**src/rtl/busctl_pkg.sv**
```systemverilog
package busctl_pkg;
  localparam int REG_W       = 8;
  localparam int BIT_WAIT    = 0;
  localparam int BIT_PWRDN   = 1;
  localparam int BIT_MASTER  = 2;
  localparam int BIT_BYTESEL = 3;
  localparam int BIT_WIDTH_LO = 5;
  localparam int WIDTH_FLD_W = 2;

  typedef struct packed {
    logic [WIDTH_FLD_W-1:0] rasWidth;
    logic                   byteSel;
    logic                   extMaster;
    logic                   pwrDownEn;
    logic                   waitEn;
  } busCfg_t;

  typedef struct packed {
    logic regLoad;
    logic rasStart;
    logic rasStep;
    logic rasClear;
  } dpStrobe_t;
endpackage

```
**src/rtl/busctl_dp.sv**
```systemverilog
module busctl_dp
  import busctl_pkg::*;
#(
  parameter int BASE_PULSE  = 2,
  parameter int SYNC_STAGES = 2,
  localparam int MAX_PULSE  = BASE_PULSE + (1 << WIDTH_FLD_W) - 1,
  localparam int CNT_W      = $clog2(MAX_PULSE + 1)
) (
  input  logic             clk,
  input  logic             coldRstN,
  input  logic             stateRstN,
  input  dpStrobe_t        strobe,
  input  logic [REG_W-1:0] wrData,
  input  logic             waitN,
  output busCfg_t          cfg,
  output logic             rasLast,
  output logic             waitLowSample
);
  logic [CNT_W-1:0] rasCnt;
  logic [SYNC_STAGES-1:0] syncChain;

  // Configuration register: cleared only by a cold start
  always_ff @(posedge clk or negedge coldRstN) begin
    if (!coldRstN) begin
      cfg <= '0;
    end else if (strobe.regLoad) begin
      cfg.rasWidth  <= wrData[BIT_WIDTH_LO +: WIDTH_FLD_W];
      cfg.byteSel   <= wrData[BIT_BYTESEL];
      cfg.extMaster <= wrData[BIT_MASTER];
      cfg.pwrDownEn <= wrData[BIT_PWRDN];
      cfg.waitEn    <= wrData[BIT_WAIT];
    end
  end

  // Pulse length counter, loaded with (length - 1)
  always_ff @(posedge clk or negedge stateRstN) begin
    if (!stateRstN) begin
      rasCnt <= '0;
    end else if (strobe.rasClear) begin
      rasCnt <= '0;
    end else if (strobe.rasStart) begin
      rasCnt <= CNT_W'(BASE_PULSE - 1) + CNT_W'(cfg.rasWidth);
    end else if (strobe.rasStep && rasCnt != '0) begin
      rasCnt <= rasCnt - 1'b1;
    end
  end

  assign rasLast = (rasCnt == '0);

  // Wait input synchronizer, rising-edge stages
  generate
    for (genvar s = 0; s < SYNC_STAGES; s++) begin : g_sync
      always_ff @(posedge clk or negedge stateRstN) begin
        if (!stateRstN) syncChain[s] <= 1'b1;
        else if (s == 0) syncChain[s] <= waitN;
        else             syncChain[s] <= syncChain[(s == 0) ? 0 : s-1];
      end
    end
  endgenerate

  // Falling-edge sample of the synchronized wait level
  always_ff @(negedge clk or negedge stateRstN) begin
    if (!stateRstN) waitLowSample <= 1'b0;
    else            waitLowSample <= cfg.waitEn & ~syncChain[SYNC_STAGES-1];
  end

  p_cnt_bound_r5: assert property (@(posedge clk) disable iff (!stateRstN)
    rasCnt <= CNT_W'(MAX_PULSE - 1));
  p_wait_sample_off_r10: assert property (@(posedge clk) disable iff (!stateRstN)
    (!cfg.waitEn && $past(!cfg.waitEn)) |-> !waitLowSample);
endmodule

```
**src/rtl/busctl_ctrl.sv**
```systemverilog
module busctl_ctrl
  import busctl_pkg::*;
(
  input  logic      clk,
  input  logic      stateRstN,
  input  logic      regWrEn,
  input  logic      refreshTrig,
  input  logic      rasLast,
  input  logic      sramCycle,
  input  logic      waitLowSample,
  input  logic      busReqN,
  input  busCfg_t   cfg,
  output dpStrobe_t strobe,
  output logic      rasN,
  output logic      waitExtend,
  output logic      grantEn,
  output logic      haltReq
);
  typedef enum logic {ST_IDLE, ST_PULSE} rasState_t;
  rasState_t state, stateNext;

  always_comb begin
    stateNext       = state;
    strobe          = '0;
    strobe.regLoad  = regWrEn;
    unique case (state)
      ST_IDLE: if (refreshTrig) begin
        strobe.rasStart = 1'b1;
        stateNext       = ST_PULSE;
      end
      ST_PULSE: if (rasLast) begin
        strobe.rasClear = 1'b1;
        stateNext       = ST_IDLE;
      end else begin
        strobe.rasStep  = 1'b1;
      end
      default: stateNext = ST_IDLE;
    endcase
  end

  always_ff @(posedge clk or negedge stateRstN) begin
    if (!stateRstN) state <= ST_IDLE;
    else            state <= stateNext;
  end

  assign rasN       = (state != ST_PULSE);
  assign waitExtend = cfg.waitEn & sramCycle & waitLowSample;
  assign grantEn    = cfg.extMaster & ~busReqN;
  assign haltReq    = cfg.pwrDownEn & ~busReqN;

  p_trig_starts_r5: assert property (@(posedge clk) disable iff (!stateRstN)
    (rasN && refreshTrig) |=> !rasN);
  p_pulse_holds_r6: assert property (@(posedge clk) disable iff (!stateRstN)
    (!rasN && !rasLast) |=> !rasN);
  p_pulse_ends_r5: assert property (@(posedge clk) disable iff (!stateRstN)
    (!rasN && rasLast) |=> rasN);
  p_grant_ignored_r7: assert property (@(posedge clk) disable iff (!stateRstN)
    (busReqN || !cfg.extMaster) |-> !grantEn);
  p_halt_ignored_r8: assert property (@(posedge clk) disable iff (!stateRstN)
    (busReqN || !cfg.pwrDownEn) |-> !haltReq);
endmodule

```
**src/rtl/ext_bus_ctl.sv**
```systemverilog
module ext_bus_ctl
  import busctl_pkg::*;
#(
  parameter int BASE_PULSE  = 2,
  parameter int SYNC_STAGES = 2
) (
  input  logic             clk,
  input  logic             coldRstN,
  input  logic             hotRstN,
  input  logic             regWrEn,
  input  logic [REG_W-1:0] regWrData,
  output logic [REG_W-1:0] regRdData,
  input  logic             refreshTrig,
  output logic             rasN,
  input  logic             sramCycle,
  input  logic             waitN,
  output logic             waitExtend,
  input  logic             busReqN,
  output logic             grantEn,
  output logic             haltReq,
  output logic             byteSelMode
);
  busCfg_t   cfg;
  dpStrobe_t strobe;
  logic      rasLast;
  logic      waitLowSample;
  logic      stateRstN;

  assign stateRstN = coldRstN & hotRstN;

  busctl_dp #(.BASE_PULSE(BASE_PULSE), .SYNC_STAGES(SYNC_STAGES)) dp_i (
    .clk(clk), .coldRstN(coldRstN), .stateRstN(stateRstN), .strobe(strobe),
    .wrData(regWrData), .waitN(waitN), .cfg(cfg), .rasLast(rasLast),
    .waitLowSample(waitLowSample)
  );

  busctl_ctrl ctrl_i (
    .clk(clk), .stateRstN(stateRstN), .regWrEn(regWrEn),
    .refreshTrig(refreshTrig), .rasLast(rasLast), .sramCycle(sramCycle),
    .waitLowSample(waitLowSample), .busReqN(busReqN), .cfg(cfg),
    .strobe(strobe), .rasN(rasN), .waitExtend(waitExtend),
    .grantEn(grantEn), .haltReq(haltReq)
  );

  always_comb begin
    regRdData = '0;
    regRdData[BIT_WIDTH_LO +: WIDTH_FLD_W] = cfg.rasWidth;
    regRdData[BIT_BYTESEL] = cfg.byteSel;
    regRdData[BIT_MASTER]  = cfg.extMaster;
    regRdData[BIT_PWRDN]   = cfg.pwrDownEn;
    regRdData[BIT_WAIT]    = cfg.waitEn;
  end

  assign byteSelMode = cfg.byteSel;

  p_unused_zero_r2: assert property (@(posedge clk) disable iff (!coldRstN)
    (regRdData[7] == 1'b0) && (regRdData[4] == 1'b0));
  p_hot_keeps_r4: assert property (@(posedge clk) disable iff (!coldRstN)
    (!hotRstN && !regWrEn) |=> $stable(regRdData));
endmodule

```
**config.mk**
```make
export PLATFORM = sky130hd
export DESIGN_NAME = ext_bus_ctl
export DESIGN_NICKNAME = d
export VERILOG_FILES = /design/src/rtl/busctl_pkg.sv /design/src/rtl/busctl_dp.sv /design/src/rtl/busctl_ctrl.sv /design/src/rtl/ext_bus_ctl.sv
export SDC_FILE = /design/constraint.sdc
export NUM_CORES = 1
export LEC_CHECK = 0
export ABC_AREA = 0
export BUFFER_PORTS_ARGS = -buffer_cell sky130_fd_sc_hd__buf_4
export CAP_MARGIN = 25
export CORE_MARGIN = 2
export CORE_UTILIZATION = 43
export DETAILED_ROUTE_END_ITERATION = 7
export GPL_TIMING_DRIVEN = 0
export PLACE_DENSITY_LB_ADDON = 0.25
export REMOVE_ABC_BUFFERS = 1
export SYNTH_ARGS = -nofsm -noshare
export SYNTH_HDL_FRONTEND = slang
export SYNTH_SLANG_ARGS = --single-unit
```
**constraint.sdc**
```tcl
create_clock -name clk -period 1.5 [get_ports clk]
set_input_delay 0.075 -clock clk [delete_from_list [all_inputs] [get_ports clk]]
set_output_delay 0.075 -clock clk [all_outputs]
set_load 0.05 [all_outputs]
```
## Word-level counts from Yosys, hierarchy flattened

Cells that the tools add are included.

- Bits in registers: 13
- Bits of input ports: 16
- Output and inout bits: 13
- Logic and storage cells: 34

- $add $sub $neg: 2
- Multiplexer cells: 9
- Bitwise gates (word level): 9
- Reduce and logical (&&, ||, !) cells: 4

Operators by type and width:

| operator | number |
|---|---|
| $mux 3 | 3 |
| $and 1x1->1 | 6 |
| $reduce_bool 3->1 | 2 |
| $mux 1 | 4 |
| $add 1x2->3 const A | 1 |
| $logic_not 3->1 | 1 |
| $not 1->1 | 3 |
| $sub 3x1->3 const B | 1 |
| $mux 2 | 1 |
| $pmux 1 s2 | 1 |
| $logic_and 1x1->1 | 1 |

## Longest topological paths before layout

Gate-level depths: netlist of run 1.

- Depth in word-level cells: 7
- Gate-level depth with buffers: 5
- Gate-level depth less buffers: 5

## By module

A second synthesis of run 1 with hierarchy kept.

- Cell total of the unflattened synthesis: 56
- Area total of the unflattened synthesis: 648.1 µm²

Modules (own cells, without submodules):

| module | instances | cells an instance | area each (µm²) | seq. area each (µm²) |
|---|---|---|---|---|
| busctl_dp | 1 | 40 | 531.8 | 302.8 |
| busctl_ctrl | 1 | 11 | 83.8 | 25.0 |
| ext_bus_ctl | 1 | 5 | 32.5 | 0.0 |

==> reports/qor.yml, run 1 <==
outcome:
  status: "finished with violations"
  violations: "setup timing"
layout:
  syn2layout_area_growth_pct: 38.3
  nFillCells: 123
  fin_nets: 95
  finalCoreUtilization_pct: 63.6
  final_area_um2: 827
  drive_above_1_share_pct: 49.3
  antennaDiodeCount: 0
  fin_cells: 90
critical_path:
  ff2ff_path_depth: 1
  max_stage_delay_ns: 0.38
  critical_path_arrival_ns: 1.71
  crit_start: "dp_i.waitLowSample"
  worstSetupEndpointType: "primary output"
  critical_path_class: "flop to primary output"
  critPathMaxFanout: 1
  path_delay_family: "flip-flops"
  crit_buf_inv: 1
  start_kind: "flop"
  worst-path-stages: 2
  cp_data_required_time_ns: 1.42
  crit_slowest_cell: "dfrtn_1"
  crit_chain: "and3_1 > buf_6"
  r2r_start: "dp_i.syncChain[1]"
cts:
  clock_sinks: 13
  cts_buffers: 3
  root_buffer: "clkbuf_4"
  path_clk_slew_ns: 0.08
  cts_tree: "built"
  clk_latency_ns: 0.27
  htreeDepth: 1
  post-cts-setup-buffers: 0
  clk_path_buf_depth: 2
floorplanning:
  rows: 13
  dieArea_mm2: 0.00171
  ios: 29
  floorplan.initialDensity_pct: 46.0
  die_x_um: 41.3
  coreArea_mm2: 0.00130
  die_h_um: 41.3
grt:
  antenna_found_initial: 0
  grt_max_degree: 8
  grt_pass1_vias: 431
  grt_overflow: 0
  grt_pass1_wl_mm: 1.68
  grtUsageTotal_pct: 15.7
pwr:
  sequentialPowerShare_pct: 41.7
  power.switching_w: 0.000445
  pwr-share-clk_pct: 17.9
  ir_drop_mv: 0.968
  switching_share_pct: 37.8
  p_per_area_mw_per_mm2: 1430
  leakagePower_nw: 0.421
  p_comb_share_pct: 40.4
  p_int_w: 0.000734
route:
  routed_wl_mm: 1.00
  detail-route-antenna-nets: 0
  wl_per_cell_um: 11.1
  dr.pass1.iters: 2
  drt_iter0_drc: 3
  dr_total_vias: 422
  drc: 0
  via_per_inst: 4.69
timing:
  final-setup-viol-count: 1
  hold_slack_ns: 0.0321
  tns_ns: -0.286
  rsz0062_at_grt: "yes"
  slew_violations: 0
  setup_ws_ns: -0.286
  hold_violations: 0
  clock-skew-final_ns: 0.00648
worst_hold_path:
  min_path_type: "primary input to flop"
  min_delay_path_depth: 2
  worstHoldStart: "regWrData[5]"
synth:
  synth_area_um2: 598
  synthArstFlopShare_pct: 100
  yosys.area.top_type_share_pct: 41.8
  synth_top_family_by_area: "multiplexers"
  synth_top_area_cell: "dfrtp_1"
  synth_flop_cell: "dfrtp_1"
  synthXorXnorAreaFrac_pct: 0
  yosysUniqueCellTypes: 21
  ys_seq_area_share_pct: 54.8
  synth_area_per_cell_um2: 12.7
  synthMostInstantiatedCell: "dfrtp_1"
  synthTopCellsByArea: "dfrtp_1 42%, mux2_2 11%, dfstp_2 8.8%"
  muxShareOfSynthArea_pct: 14.6
  yosys_warnings: 0
  synth_simple_gate_area_share_pct: 8.16
  synth.ff_latch_count: 13
  synth_edf_count: 0
  synthCells: 47
  ys_top_cells_by_count: "10 x dfrtp_1, 6 x mux2_2, 5 x inv_1"
  yosys.area_share.adder_pct: 6.28
  synth_compound_area_share_pct: 6.69
placement:
  dp.cells: 83
  placed_cell_area_um2: 767
  hpwlAfterDp_um: 821
  io_buffers: 24
  place_congestion: 0.688
run:
  maxCapViolCount: 0
cell families after synthesis:
kind of cell | count (synthesis)
multiplexers | 8
other | 1
buffers and inverters | 9
adder cells (fa/ha/maj) | 3
AO/OA/AOI/OAI | 5
flip-flops | 13
AND/OR/NAND/NOR | 8
flip-flops by register name, indices dropped and copies added (netlist names):
register / count
dp_i.rasCnt: 3
dp_i.waitLowSample: 1
dp_i.syncChain: 2
ctrl_i.state: 1
dp_i.cfg: 6
per-stage QoR:
stage | total power, W | setup WS [ns]
after global routing | 0.00127 | -0.339
after global placement | 0.000965 | -0.0130
after detailed placement | 0.000975 | -0.0210
after floorplan | 0.000834 | -0.166
final | 0.00118 | -0.286
after CTS | 0.00120 | -0.300
power groups by stage:
stage	Combinational, W	Clock (W)	Sequential, W
floorplan	0.000282	0	0.000552
global placement	0.000468	0	0.000497
detailed placement	0.000475	0	0.000500
CTS	0.000484	0.000225	0.000493
global route	0.000530	0.000234	0.000504
finish	0.000476	0.000211	0.000492
final cells by class:
cell class              count  area (µm²)  share of cell area [%]
well taps                  15        18.8                    2.27
repair buffers             27         214                    25.9
flip-flops and latches     13         328                    39.6
clock buffers               4        26.3                    3.18
inverters                   5        18.8                    2.27
multi-input cells          26         221                    26.8
path summary, 6_finish.rpt:
| check | endpoint | slack (ns) |
|---|---|---|
| worst min-delay path | dp_i.cfg[4] | 0.03 |
| worst max register to register | dp_i.waitLowSample | 0.06 |
| min in group asynchronous | dp_i.cfg[4] | 0.14 |
| max in group asynchronous | dp_i.waitLowSample | 0.21 |
| worst max-delay path | waitExtend | -0.29 |
| worst min register to register | dp_i.syncChain[1] | 0.36 |
metal layers:
metal / track usage, % / vias up / share of wire, %
li1: - / 210 / -
met1: 18.9 / 194 / 39
met2: 24.2 / 16 / 53
met3: 5.32 / 2 / 7.0
met4: 9.68 / 0 / 0.40
met5: 0 / - / 0
cells in the final DEF (no fill, tap or decap), types with 2 or more instances in the layout:
cell / instances
buf_4: 23
clkbuf_4: 3
conb_1: 2
dfrtp_1: 10
dfstp_2: 2
dlygate4sd3_1: 3
ha_1: 3
inv_1: 5
mux2_2: 6
mux2i_1: 2
nor2b_1: 3
timing repair:
item | CTS | global route
pin swaps | 1 | 0
hold buffers | 3 | 0
resized for setup | 1 | 0
endpoints found under the hold margin | 11 | 0
setup endpoints to repair | 1 | 1
(Power assumes the default switching activity.)
==> run 2, diff against run 1 <==
--- a/config.mk
+++ b/config.mk
@@ -13,6 +13,7 @@
 export DETAILED_ROUTE_END_ITERATION = 7
 export GPL_TIMING_DRIVEN = 0
 export PLACE_DENSITY_LB_ADDON = 0.25
+export RECOVER_POWER = 100
 export REMOVE_ABC_BUFFERS = 1
 export SYNTH_ARGS = -nofsm -noshare
 export SYNTH_HDL_FRONTEND = slang
==> run 2 against run 1 <==
Sequential share of layout area increased by 2.1 points. Sequential power down 1%. Highest routed layer unchanged. Global-route usage unchanged. The run still ends with setup timing left. Die area did not move.
==> reports/qor.yml, run 2 (synthesized netlist as in run 1, its figures left out) <==
outcome:
  status: "finished with violations"
  violations: "setup timing"
pwr:
  ir_drop_mv: 0.947
  leakagePower_nw: 0.390
  p_per_area_mw_per_mm2: 1440
timing:
  tns_ns: -0.392
  slew_violations: 0
  final-setup-viol-count: 2
  clock-skew-final_ns: 0.00658
  setup_ws_ns: -0.286
  rsz0062_at_grt: "yes"
  worstMarginPinSlew_ns: 0.599
  hold_violations: 0
  slew_headroom_pct: 60.2
grt:
  grt_overflow: 0
  grt_pass1_vias: 431
  grt_pass1_wl_mm: 1.68
  grt_max_degree: 8
  grtUsageTotal_pct: 15.7
  antenna_found_initial: 0
route:
  drt_iter0_drc: 2
  via_per_inst: 4.66
  dr.pass1.iters: 2
  wl_per_cell_um: 11.0
  detail-route-antenna-nets: 0
  dr_total_vias: 419
  routed_wl_um: 993
  drc: 0
critical_path:
  critical_path_arrival_ns: 1.71
  critical_path_class: "flop to primary output"
  critPathMaxFanout: 1
  ff2ff_path_depth: 1
  cp_data_required_time_ns: 1.42
  start_kind: "flop"
  worstSetupEndpointType: "primary output"
cts:
  cts_tree: "built"
  root_buffer: "clkbuf_4"
  cts_buffers: 3
  path_clk_slew_ns: 0.08
  clk_path_buf_depth: 2
  htreeDepth: 1
  clk_latency_ns: 0.27
  clock_sinks: 13
layout:
  multiInputGateArea_um2: 214
  fin_cells: 90
  drive_above_1_share_pct: 38.7
  top_regs: "dp_i.cfg: 6 flops, dp_i.rasCnt: 3 flops, dp_i.syncChain: 2 flops"
  syn2layout_area_growth_pct: 31.4
  largest_reg_flops: 6
  final_common_cell: "buf_4"
  final_cell_mix: "12 x buf_4, 10 x dfrtp_1, 8 x clkbuf_1"
  finalCoreUtilization_pct: 60.4
  fin_nets: 95
  antennaDiodeCount: 0
  regMostFlops: "dp_i.cfg"
  regArea_um2: 328
  nFillCells: 131
placement:
  io_buffers: 24
  place_ws_ns: -0.0210
  dp.cells: 83
  hpwlAfterDp_um: 821
  place_congestion: 0.688
floorplanning:
  floorplan.initialDensity_pct: 46.0
  ios: 29
  coreArea_mm2: 0.00130
  dieArea_mm2: 0.00171
  rows: 13
  die_x_um: 41.3
  die_h_um: 41.3
worst_hold_path:
  min_delay_path_depth: 2
  min_path_type: "primary input to flop"
run:
  maxCapViolCount: 0
## run 2: cell count changes in the layout (fill, tap and decap cells not counted)
| cell | delta |
|---|---|
| and2_0 | +1 |
| and2_1 | -1 |
| buf_4 | -11 |
| clkbuf_1 | +7 |
| clkbuf_2 | +3 |
| clkbuf_4 | +1 |
| o32ai_1 | +1 |
| o32ai_2 | -1 |
## run 2: through the flow
step / power, W / hold WS [ns] / instance area, µm²
6_report: 0.00113 / 0.0327 / 786
5_1_grt: 0.00122 / 0.0205 / 786
4_1_cts: 0.00120 / 0.0191 / 827
3_5_place_dp: 0.000975 / -0.110 / 767
3_3_place_gp: 0.000965 / -0.110 / 767
2_1_floorplan: 0.000834 / -0.221 / 568
## run 2: area by class of cell
cell class | instances | area share [%]
flip-flops and latches | 13 | 41.7
multi-input cells | 26 | 27.2
repair buffers | 27 | 22.9
clock buffers | 4 | 3.34
inverters | 5 | 2.39
well taps | 15 | 2.39
## run 2: final timing paths
path | from | to | slack (ns)
setup / recovery | dp_i.waitLowSample | waitExtend | -0.29
setup reg to reg | dp_i.syncChain[1] | dp_i.waitLowSample | 0.06
max in group asynchronous | coldRstN | dp_i.waitLowSample | -0.11
hold reg to reg | dp_i.syncChain[0] | dp_i.syncChain[1] | 0.36
hold / removal | regWrData[5] | dp_i.cfg[4] | 0.03
min in group asynchronous | coldRstN | dp_i.cfg[4] | 0.21
## run 2: what timing repair did
action                                  4_1_cts  5_1_grt
endpoints found under the hold margin        11        0
hold buffers                                  3        0
endpoints found under the setup margin        1        1
cloned                                        0        0
setup buffers                                 0        0
pin swaps                                     1        0
gates resized for setup                       1        0
## run 2: report_power, final
| part | switching (W) | internal, W | leakage (nW) |
|---|---|---|---|
| Clock | 0.000107 | 0.000103 | 0.0150 |
| Sequential | 0.0000575 | 0.000430 | 0.154 |
| Combinational | 0.000269 | 0.000163 | 0.222 |
## run 2: routing by layer
layer | GRT usage [%] | routed length (µm) | vias up | part of all wire, %
met5 | 0 | 0 | - | 0
met4 | 9.68 | 4 | 0 | 0.40
met3 | 5.32 | 75 | 2 | 7.6
met2 | 24.2 | 533 | 16 | 54
met1 | 18.9 | 379 | 191 | 38
li1 | - | - | 210 | -
## run 2: critical path: stages, from the launching register on
cell	delay (ns)
dfrtn_1	0.38
and3_1	0.15
buf_6	0.16
